**src/rtl/irq_pkg.sv**
```systemverilog
// Package: shared state encoding for the interrupt entry sequencer.
// Assumes: one sequencer per core; states are private to the block.
package irq_pkg;
    typedef enum logic [2:0] {
        S_RST_PC,
        S_RST_SP,
        S_IDLE,
        S_PUSH_SR,
        S_PUSH_PC,
        S_FETCH,
        S_HOLD
    } seq_st_t;
endpackage

```
**src/rtl/irq_arbiter.sv**
```systemverilog
// Module: irq_arbiter
// Holds the single internal request and picks between it and the external
// level. Produces the winning level and vector, and whether the level
// clears the current mask.
// Assumes: external level 0 means none; take_i is high only when the
// sequencer accepts the current selection.
module irq_arbiter #(
    parameter int LVL_W    = 4,
    parameter int VEC_W    = 8,
    parameter int EXT_BASE = 64
) (
    input  logic             clk,
    input  logic             rst_n,
    input  logic [LVL_W-1:0] ext_level_i,
    input  logic             int_set_i,
    input  logic [LVL_W-1:0] int_level_i,
    input  logic [VEC_W-1:0] int_vector_i,
    input  logic [LVL_W-1:0] mask_i,
    input  logic             take_i,
    output logic             sel_valid_o,
    output logic             sel_ext_o,
    output logic [LVL_W-1:0] sel_level_o,
    output logic [VEC_W-1:0] sel_vector_o
);
    logic             int_pend;
    logic [LVL_W-1:0] int_lvl_q;
    logic [VEC_W-1:0] int_vec_q;
    logic [LVL_W-1:0] pend_lvl;
    logic [VEC_W-1:0] ext_vec;

    // Latch a new internal request; clear it when the sequencer takes it.
    always_ff @(posedge clk) begin
        if (!rst_n) begin
            int_pend  <= 1'b0;
            int_lvl_q <= '0;
            int_vec_q <= '0;
        end else if (int_set_i) begin
            int_pend  <= 1'b1;
            int_lvl_q <= int_level_i;
            int_vec_q <= int_vector_i;
        end else if (take_i && !sel_ext_o) begin
            int_pend  <= 1'b0;
        end
    end

    // Select the winner: external only when strictly higher.
    always_comb begin
        pend_lvl     = int_pend ? int_lvl_q : '0;
        ext_vec      = VEC_W'(EXT_BASE) + VEC_W'(ext_level_i >> 1);
        sel_ext_o    = ext_level_i > pend_lvl;
        sel_level_o  = sel_ext_o ? ext_level_i : pend_lvl;
        sel_vector_o = sel_ext_o ? ext_vec : int_vec_q;
        sel_valid_o  = sel_level_o > mask_i;
    end

    AST_INT_AUTOCLR: assert property (@(posedge clk) disable iff (!rst_n)
        (take_i && !sel_ext_o && !int_set_i) |=> !int_pend);
    AST_INT_KEEP: assert property (@(posedge clk) disable iff (!rst_n)
        (int_pend && !take_i && !int_set_i) |=> int_pend);
endmodule

```
**src/rtl/irq_entry_fsm.sv**
```systemverilog
// Module: irq_entry_fsm
// Runs the reset fetch and the interrupt entry on a single-outstanding
// valid/ready memory port. Stretches each entry to a minimum busy length.
// Assumes: the core applies the pc/sp/sr strobes on the same edge and
// stalls while busy_o is high.
module irq_entry_fsm
    import irq_pkg::*;
#(
    parameter int XLEN     = 32,
    parameter int LVL_W    = 4,
    parameter int VEC_W    = 8,
    parameter int MASK_LSB = 4,
    parameter int MIN_BUSY = 13
) (
    input  logic             clk,
    input  logic             rst_n,
    input  logic             boundary_i,
    input  logic             delay_slot_i,
    input  logic             sel_valid_i,
    input  logic [LVL_W-1:0] sel_level_i,
    input  logic [VEC_W-1:0] sel_vector_i,
    input  logic [XLEN-1:0]  sr_i,
    input  logic [XLEN-1:0]  pc_i,
    input  logic [XLEN-1:0]  sp_i,
    input  logic [XLEN-1:0]  vbr_i,
    output logic             mem_valid_o,
    output logic             mem_we_o,
    output logic [XLEN-1:0]  mem_addr_o,
    output logic [XLEN-1:0]  mem_wdata_o,
    input  logic             mem_ready_i,
    input  logic [XLEN-1:0]  mem_rdata_i,
    output logic             take_o,
    output logic             busy_o,
    output logic             ack_o,
    output logic [LVL_W-1:0] ack_level_o,
    output logic             pc_we_o,
    output logic [XLEN-1:0]  pc_o,
    output logic             sp_we_o,
    output logic [XLEN-1:0]  sp_o,
    output logic             sr_we_o,
    output logic [XLEN-1:0]  sr_o
);
    localparam int CNT_W = $clog2(MIN_BUSY + 1);
    localparam logic [CNT_W-1:0] CNT_END = CNT_W'(MIN_BUSY - 1);
    localparam logic [XLEN-1:0] WORD = XLEN'(4);

    seq_st_t          st, st_nx;
    logic [CNT_W-1:0] cnt;
    logic [LVL_W-1:0] lvl_q;
    logic [VEC_W-1:0] vec_q;
    logic [XLEN-1:0]  sp_q, sr_q, pc_q;
    logic             done_min;

    assign take_o   = (st == S_IDLE) && boundary_i && !delay_slot_i && sel_valid_i;
    assign busy_o   = (st != S_IDLE);
    assign done_min = (cnt >= CNT_END);

    // State register, busy counter and context captured at acceptance.
    always_ff @(posedge clk) begin
        if (!rst_n) begin
            st          <= S_RST_PC;
            cnt         <= '0;
            lvl_q       <= '0;
            vec_q       <= '0;
            sp_q        <= '0;
            sr_q        <= '0;
            pc_q        <= '0;
            ack_o       <= 1'b0;
            ack_level_o <= '0;
        end else begin
            st          <= st_nx;
            ack_o       <= take_o;
            ack_level_o <= take_o ? sel_level_i : ack_level_o;
            if (take_o) begin
                cnt   <= '0;
                lvl_q <= sel_level_i;
                vec_q <= sel_vector_i;
                sp_q  <= sp_i;
                sr_q  <= sr_i;
                pc_q  <= pc_i;
            end else if (busy_o && cnt != {CNT_W{1'b1}}) begin
                cnt <= cnt + 1'b1;
            end
        end
    end

    // Per-state memory request, register strobes and next state.
    always_comb begin
        st_nx       = st;
        mem_valid_o = 1'b0;
        mem_we_o    = 1'b0;
        mem_addr_o  = '0;
        mem_wdata_o = '0;
        pc_we_o     = 1'b0;
        pc_o        = mem_rdata_i;
        sp_we_o     = 1'b0;
        sp_o        = mem_rdata_i;
        sr_we_o     = 1'b0;
        sr_o        = sr_i;
        unique case (st)
            S_RST_PC: begin
                mem_valid_o = 1'b1;
                pc_we_o     = mem_ready_i;
                if (mem_ready_i) st_nx = S_RST_SP;
            end
            S_RST_SP: begin
                mem_valid_o = 1'b1;
                mem_addr_o  = WORD;
                sp_we_o     = mem_ready_i;
                sr_we_o     = mem_ready_i;
                sr_o[MASK_LSB +: LVL_W] = '1;
                if (mem_ready_i) st_nx = S_IDLE;
            end
            S_IDLE: begin
                if (take_o) st_nx = S_PUSH_SR;
            end
            S_PUSH_SR: begin
                mem_valid_o = 1'b1;
                mem_we_o    = 1'b1;
                mem_addr_o  = sp_q - WORD;
                mem_wdata_o = sr_q;
                sp_we_o     = mem_ready_i;
                sp_o        = sp_q - WORD;
                if (mem_ready_i) st_nx = S_PUSH_PC;
            end
            S_PUSH_PC: begin
                mem_valid_o = 1'b1;
                mem_we_o    = 1'b1;
                mem_addr_o  = sp_q - (WORD << 1);
                mem_wdata_o = pc_q;
                sp_we_o     = mem_ready_i;
                sp_o        = sp_q - (WORD << 1);
                sr_we_o     = mem_ready_i;
                sr_o        = sr_q;
                sr_o[MASK_LSB +: LVL_W] = lvl_q;
                if (mem_ready_i) st_nx = S_FETCH;
            end
            S_FETCH: begin
                mem_valid_o = 1'b1;
                mem_addr_o  = vbr_i + {{(XLEN-VEC_W-2){1'b0}}, vec_q, 2'b00};
                pc_we_o     = mem_ready_i;
                if (mem_ready_i) st_nx = done_min ? S_IDLE : S_HOLD;
            end
            S_HOLD: begin
                if (done_min) st_nx = S_IDLE;
            end
            default: st_nx = S_IDLE;
        endcase
    end

    AST_MASK_GT: assert property (@(posedge clk) disable iff (!rst_n)
        ack_o |-> (ack_level_o > $past(sr_i[MASK_LSB +: LVL_W])));
    AST_DS_BLOCK: assert property (@(posedge clk) disable iff (!rst_n)
        (boundary_i && delay_slot_i) |=> !ack_o);
    AST_BUSY_MIN: assert property (@(posedge clk) disable iff (!rst_n)
        ($fell(busy_o) && ($past(st) == S_FETCH || $past(st) == S_HOLD))
            |-> ($past(cnt) >= CNT_END));
    AST_ACK_ONE: assert property (@(posedge clk) disable iff (!rst_n)
        ack_o |=> !ack_o);
    AST_REQ_HOLD: assert property (@(posedge clk) disable iff (!rst_n)
        (mem_valid_o && !mem_ready_i) |=> (mem_valid_o && $stable(mem_addr_o)));
endmodule

```
**src/rtl/irq_entry_seq.sv**
```systemverilog
// Module: irq_entry_seq (top)
// Joins the request arbiter and the entry sequencer. The mask compared
// against requests is taken from the core status word.
// Assumes: 32-bit core registers; reset is synchronous and active low.
module irq_entry_seq #(
    parameter int XLEN     = 32,
    parameter int LVL_W    = 4,
    parameter int VEC_W    = 8,
    parameter int MASK_LSB = 4,
    parameter int EXT_BASE = 64,
    parameter int MIN_BUSY = 13
) (
    input  logic             clk,
    input  logic             rst_n,
    input  logic             boundary_i,
    input  logic             delay_slot_i,
    input  logic [LVL_W-1:0] ext_level_i,
    input  logic             int_set_i,
    input  logic [LVL_W-1:0] int_level_i,
    input  logic [VEC_W-1:0] int_vector_i,
    input  logic [XLEN-1:0]  sr_i,
    input  logic [XLEN-1:0]  pc_i,
    input  logic [XLEN-1:0]  sp_i,
    input  logic [XLEN-1:0]  vbr_i,
    output logic             mem_valid_o,
    output logic             mem_we_o,
    output logic [XLEN-1:0]  mem_addr_o,
    output logic [XLEN-1:0]  mem_wdata_o,
    input  logic             mem_ready_i,
    input  logic [XLEN-1:0]  mem_rdata_i,
    output logic             busy_o,
    output logic             ack_o,
    output logic [LVL_W-1:0] ack_level_o,
    output logic             pc_we_o,
    output logic [XLEN-1:0]  pc_o,
    output logic             sp_we_o,
    output logic [XLEN-1:0]  sp_o,
    output logic             sr_we_o,
    output logic [XLEN-1:0]  sr_o
);
    logic             take;
    logic             sel_valid;
    logic             sel_ext;
    logic [LVL_W-1:0] sel_level;
    logic [VEC_W-1:0] sel_vector;

    irq_arbiter #(
        .LVL_W(LVL_W), .VEC_W(VEC_W), .EXT_BASE(EXT_BASE)
    ) u_arb (
        .clk(clk), .rst_n(rst_n),
        .ext_level_i(ext_level_i),
        .int_set_i(int_set_i), .int_level_i(int_level_i), .int_vector_i(int_vector_i),
        .mask_i(sr_i[MASK_LSB +: LVL_W]),
        .take_i(take),
        .sel_valid_o(sel_valid), .sel_ext_o(sel_ext),
        .sel_level_o(sel_level), .sel_vector_o(sel_vector)
    );

    irq_entry_fsm #(
        .XLEN(XLEN), .LVL_W(LVL_W), .VEC_W(VEC_W),
        .MASK_LSB(MASK_LSB), .MIN_BUSY(MIN_BUSY)
    ) u_fsm (
        .clk(clk), .rst_n(rst_n),
        .boundary_i(boundary_i), .delay_slot_i(delay_slot_i),
        .sel_valid_i(sel_valid), .sel_level_i(sel_level), .sel_vector_i(sel_vector),
        .sr_i(sr_i), .pc_i(pc_i), .sp_i(sp_i), .vbr_i(vbr_i),
        .mem_valid_o(mem_valid_o), .mem_we_o(mem_we_o),
        .mem_addr_o(mem_addr_o), .mem_wdata_o(mem_wdata_o),
        .mem_ready_i(mem_ready_i), .mem_rdata_i(mem_rdata_i),
        .take_o(take), .busy_o(busy_o),
        .ack_o(ack_o), .ack_level_o(ack_level_o),
        .pc_we_o(pc_we_o), .pc_o(pc_o),
        .sp_we_o(sp_we_o), .sp_o(sp_o),
        .sr_we_o(sr_we_o), .sr_o(sr_o)
    );
endmodule

```
**config.mk**
```make
export PLATFORM = sky130hd
export DESIGN_NAME = irq_entry_seq
export DESIGN_NICKNAME = d
export VERILOG_FILES = /design/src/rtl/irq_pkg.sv /design/src/rtl/irq_arbiter.sv /design/src/rtl/irq_entry_fsm.sv /design/src/rtl/irq_entry_seq.sv
export SDC_FILE = /design/constraint.sdc
export NUM_CORES = 1
export LEC_CHECK = 0
export CAP_MARGIN = 20
export CORE_UTILIZATION = 35
export DETAILED_ROUTE_END_ITERATION = 8
export PLACE_DENSITY_LB_ADDON = 0.15
export SLEW_MARGIN = 15
export SYNTH_ARGS = -nofsm -noshare
export SYNTH_HDL_FRONTEND = slang
export SYNTH_SLANG_ARGS = --single-unit
```
**constraint.sdc**
```tcl
create_clock -name clk -period 8.5 [get_ports clk]
set_input_delay 1.7 -clock clk [delete_from_list [all_inputs] [get_ports clk]]
set_output_delay 1.7 -clock clk [all_outputs]
set_load 0.05 [all_outputs]
```
Word level (Yosys, flattened, before mapping)
Index checks and enable logic that the tools add are counted.

Register bits: 129. Input bits: 182.

$add $sub $neg: 5. Magnitude comparators: 3. Equal/unequal tests: 15. Mux-type cells: 25. Bitwise gates (word level): 1. Reduce and logical (&&, ||, !) cells: 16.

Operator list (number): 32-bit case mux with 2 select lines (2); 32-bit case mux with 4 select lines (1); 32-bit by 10-bit adder with 32-bit output (1); 32-bit by 3-bit subtractor with 32-bit output (second input constant) (1); 32-bit by 4-bit subtractor with 32-bit output (second input constant) (1); 24-bit 2-to-1 mux (1); 3-bit 2-to-1 mux (8); 3-bit case mux with 7 select lines (1); 4-bit 2-to-1 mux (3); 2-bit inequality test (second input constant) (6); 3-bit == test (second input constant) (3); 7-bit by 3-bit adder with 8-bit output (first input constant) (1); 4-bit > comparator (2); 8-bit 2-to-1 mux (1); 4-bit case mux with 2 select lines (1); 2-bit OR reduction (4); 1-bit 2-to-1 mux (7); 7-bit AND reduction (1); 3-bit by 2-bit == test with 1-bit output (second input constant) (2); 1-bit logical AND (5); 5-bit OR reduction (1); 4-bit by 1-bit adder with 4-bit output (second input constant) (1); 4-bit >= comparator (second input constant) (1); 4-bit inequality test (second input constant) (1); 8 further kinds (9).

Logic depth before layout (Yosys ltp)
Depth in word-level cells: 8. Depth in mapped cells: 18. Depth with buffers taken out: 14.

Cells and area by module
From an unflattened synthesis, not the netlist that was laid out.

Cell total of the unflattened synthesis: 1179. Area total of the unflattened synthesis: 8475.6 µm².

Modules (own cells, without submodules): irq_entry_fsm (times used 1, cells each 1093, area an instance 7628.6 µm²); irq_arbiter (times used 1, cells each 86, area an instance 847.1 µm²).

Worst setup path after synthesis
OpenSTA, ideal clock, no wires.

Kind: in2out. Start: input port vbr_i[2]. End: output port mem_addr_o[24]. Data arrival time: 4.428 ns. Required time: 6.800 ns. Slack: 2.372 ns. Stages: 9. Cell sequence: ha_1 fa_1 a211oi_1 o21ai_0 o2111a_1 clkbuf_1 nand4_1 xnor2_1 o21ai_0.

Cells in the longest elaborated chain, start to end: 2.

RTL lines: from (decl) (line irq_entry_seq.sv:24) `input logic [XLEN-1:0] vbr_i,`; 32-bit by 10-bit adder with 32-bit output (line irq_entry_fsm.sv:140) `mem_addr_o = vbr_i + {{(XLEN-VEC_W-2){1'b0}}, vec_q, 2'b00};`; 32-bit case mux with 4 select lines (line irq_entry_fsm.sv:100) `unique case (st)`; to (decl) (line irq_entry_seq.sv:27) `output logic [XLEN-1:0] mem_addr_o,`.

No other way between the ends.

Final worst setup path
Start: input port vbr_i[2]. End: output port mem_addr_o[22].

Same word-level chain as after synthesis.

==> impl_metrics.csv <==
group,metric,value,unit
run_status,outcome,"finished, final reports clean",
timing,fmax,0.1480,GHz
worst_setup_path,crit_family,"buffers and inverters",
placed_design,dp_hpwl,22.94,mm
synthesis,synth.avg_cell_area,7.253,um^2
final_layout,antennaDiodeCount,0,
global_route,grt_pass1_vias,8425,
synthesis,syn_nets,1349,
synthesis,synth_flop_cell,"dfxtp_1",
final_layout,nets,1621,
timing,tns,0,ns
worst_setup_path,cp_num_buf_inv,2,
cts,cts_max_level,4,
floorplan,die_area,24370,um^2
worst_setup_path,worst_setup_path_end_kind,"primary output",
floorplan,num_rows,56,
worst_setup_path,critPathLaunchType,"input port",
pwr,leakage,0.004770,uW
synthesis,syn_area,8312,um^2
routing,drt-total-wl,31.24,mm
final_layout,n_fill_cell,2333,
placed_design,placed_area,11770,um^2
final_layout,seq_area,2582,um^2
synthesis,async_reset_ff_share,0,%
global_route,overflow,0,
synthesis,synth_common_cells,"nand2_1, dfxtp_1, a21boi_0",
worst_setup_path,max_stage_delay,0.85,ns
min_path,hold_class,"flop to flop",
cts,post_cts_buffers,0,
cts,cts_root_buf,"clkbuf_16",
timing,finalSetupViolCount,0,
timing,rsz0062_at_grt,"no",
timing,finClkSkew,0.01217,ns
final_layout,design_area,12380,um^2
global_route,grt_max_degree,103,
routing,via_count,9133,
global_route,grt_util_all_layers,25.28,%
timing,worstMarginPinSlew,0.9834,ns
job,maxCapViolations,0,
worst_setup_path,crit_top_cell,"clkdlybuf4s50_1",
synthesis,synth_top_area_cell,"dfxtp_1",
routing,drtIter0Drc,485,
global_route,grt_pass1_wl,47.46,mm
cts,clock_latency,0.42,ns
floorplan,die_w,156.1,um
routing,wl_per_cell,17.86,um
routing,final_antenna_net_count,0,
final_layout,multi_input_area,5162,um^2
final_layout,drive_gt1_share,4.056,%
timing,fin_crit,6.756,ns
routing,remaining_drc_errors,0,
cts,cts_buffers,17,
timing,whs,0.4645,ns
synthesis,synth.most_common_cell,"nand2_1",
pwr,p_per_area,146.3,nW/um^2
pwr,vdd_ir_drop_max,0.1207,mV
placed_design,gp_congestion,0.9098,
cts,clock_sinks,129,
cts,path_clk_slew,0.06,ns
worst_setup_path,crit_type,"input port to primary output",
synthesis,ys_ff_latch,129,
timing,hold_violations,0,
timing,relSlewSlack,34.29,%
worst_setup_path,cpMaxStageDelayCell,"clkdlybuf4s50_1",
global_route,grt_antenna_before_repair,1,
worst_setup_path,path_cells,"clkdlybuf4s50_1 -> ha_1 -> fa_1 -> a211oi_1 -> o21ai_0 -> o2111a_1 -> nand2_1 -> xor2_1 -> o2111ai_1 -> clkdlybuf4s50_1",
cts,cts_tree,"yes",
floorplan,die_h,156.1,um
worst_setup_path,rrSetupSlack,3.91,ns
placed_design,portBuffers,352,
timing,slew_viol_final,0,
cts,cts_resized,0,
synthesis,synthCells,1146,
synthesis,synthTopCellsByArea,"dfxtp_1, nand2_1, a21boi_0",
worst_setup_path,required,6.80,ns
cts,hold_buffers,0,
final_layout,area_growth,48.91,%
floorplan,initial_core_util,35.52,%
routing,dr.pass1.iters,5,
synthesis,synth_edf_count,0,
routing,viasPerCell,5.222,
floorplan,core,23400,um^2
synthesis,synth_top_area_share,31.07,%
worst_setup_path,worst-endpoint-arrival,5.06,ns
cts,cts_max_path_buffers,2,
synthesis,ys_seq_area_share,31.07,%
timing,post-route-period-util,79.49,%
synthesis,yosys_warnings,0,
synthesis,yosysUniqueCellTypes,71,
worst_setup_path,crit_fanout,8,
floorplan,pin_count,353,
## per-stage QoR
step                      instances  utilization, %  power (uW)  setup WS [ns]
after global placement         1717           50.29        1096          1.816
after global routing           1749           52.89        1887          1.491
after detailed placement       1717           50.29        1097          1.780
after floorplan                1146               -       902.2          2.372
after CTS                      1748           52.77        1827          1.754
final                          1749           52.89        1811          1.744
## layout make-up
class	count	area share [%]
Clock buffer	17	3.437
Clock inverter	14	1.243
Inverter	14	0.4246
Multi-Input combinational cell	896	41.71
Sequential cell	129	20.87
Tap cell	319	3.225
Timing Repair Buffer	360	29.09
## cell families after synthesis
logic type               Yosys count  share of synthesized area [%]
AND/OR/NAND/NOR                  520                          27.11
AO/OA/AOI/OAI                    307                          26.27
XOR/XNOR                          33                          3.477
multiplexers                      15                          1.806
adder cells (fa/ha/maj)           21                          3.252
flip-flops                       129                          31.07
buffers and inverters            121                          7.015
## per-layer routing
metal | global-route usage [%] | vias to the layer above | routed length, um
met5 | 0 | - | 0
met4 | 8.917 | 0 | 781
met3 | 7.806 | 46 | 2397
met2 | 43.77 | 307 | 15170
met1 | 29.22 | 4267 | 12890
li1 | - | 4513 | -
## cell usage in the layout, fill, tap and decap left out, types with 8 or more instances in the layout
master and n:
nand4_1 12, mux2i_1 15, buf_4 8, nor2_1 33, o22ai_1 13, ha_1 20, a31oi_1 17, a22o_1 32
nor3_1 9, o21ai_0 44, nor4_1 9, nand3_1 24, a21o_1 17, nor2b_1 16, a21oi_1 27, a21boi_0 103
dfxtp_1 129, inv_1 14, nand2_1 371, clkbuf_16 17, xnor2_1 15, clkdlybuf4s50_1 351, xor2_1 18
## sequential cells by signal, summed over array words and instances, names as in the netlist
name,count
u_arb.int_vec_q,8
u_fsm.ack_o,1
u_arb.int_pend,1
u_arb.int_lvl_q,4
u_fsm.pc_q,32
u_fsm.vec_q,8
u_fsm.st,3
u_fsm.ack_level_o,4
u_fsm.cnt,4
u_fsm.sr_q,32
u_fsm.sp_q,32
## worst reg2reg max path, stage by stage, from the launching register on
cell      delay (ns)
dfxtp_1         0.46
nand2_1         0.09
ha_1            0.29
nor2b_1         0.13
o21ai_0         0.15
nand2b_1        0.10
o21ai_0         0.65
buf_4           0.28
nand3_1         0.10
nand2_1         0.11
ha_1            0.17
nand2_1         0.06
o21ai_0         0.22
and4_4          0.84
buf_4           0.56
nand2_1         0.12
a21boi_0        0.17
## power by group
part / internal [uW] / leakage (uW) / switching, uW
combinational: 192 / 0.00345 / 267
sequential: 614 / 0.00104 / 11.5
clock: 434 / 0.000277 / 293
## final timing paths
kind | start | endpoint | cells past startpoint
setup / recovery | vbr_i[2] | mem_addr_o[22] | 10
hold / removal | u_fsm.pc_q[0] | u_fsm.pc_q[0] | 2
setup reg to reg | u_arb.int_pend | u_fsm.sr_q[12] | 16
hold reg to reg | u_fsm.pc_q[0] | u_fsm.pc_q[0] | 2
(Power assumes the default switching activity.)
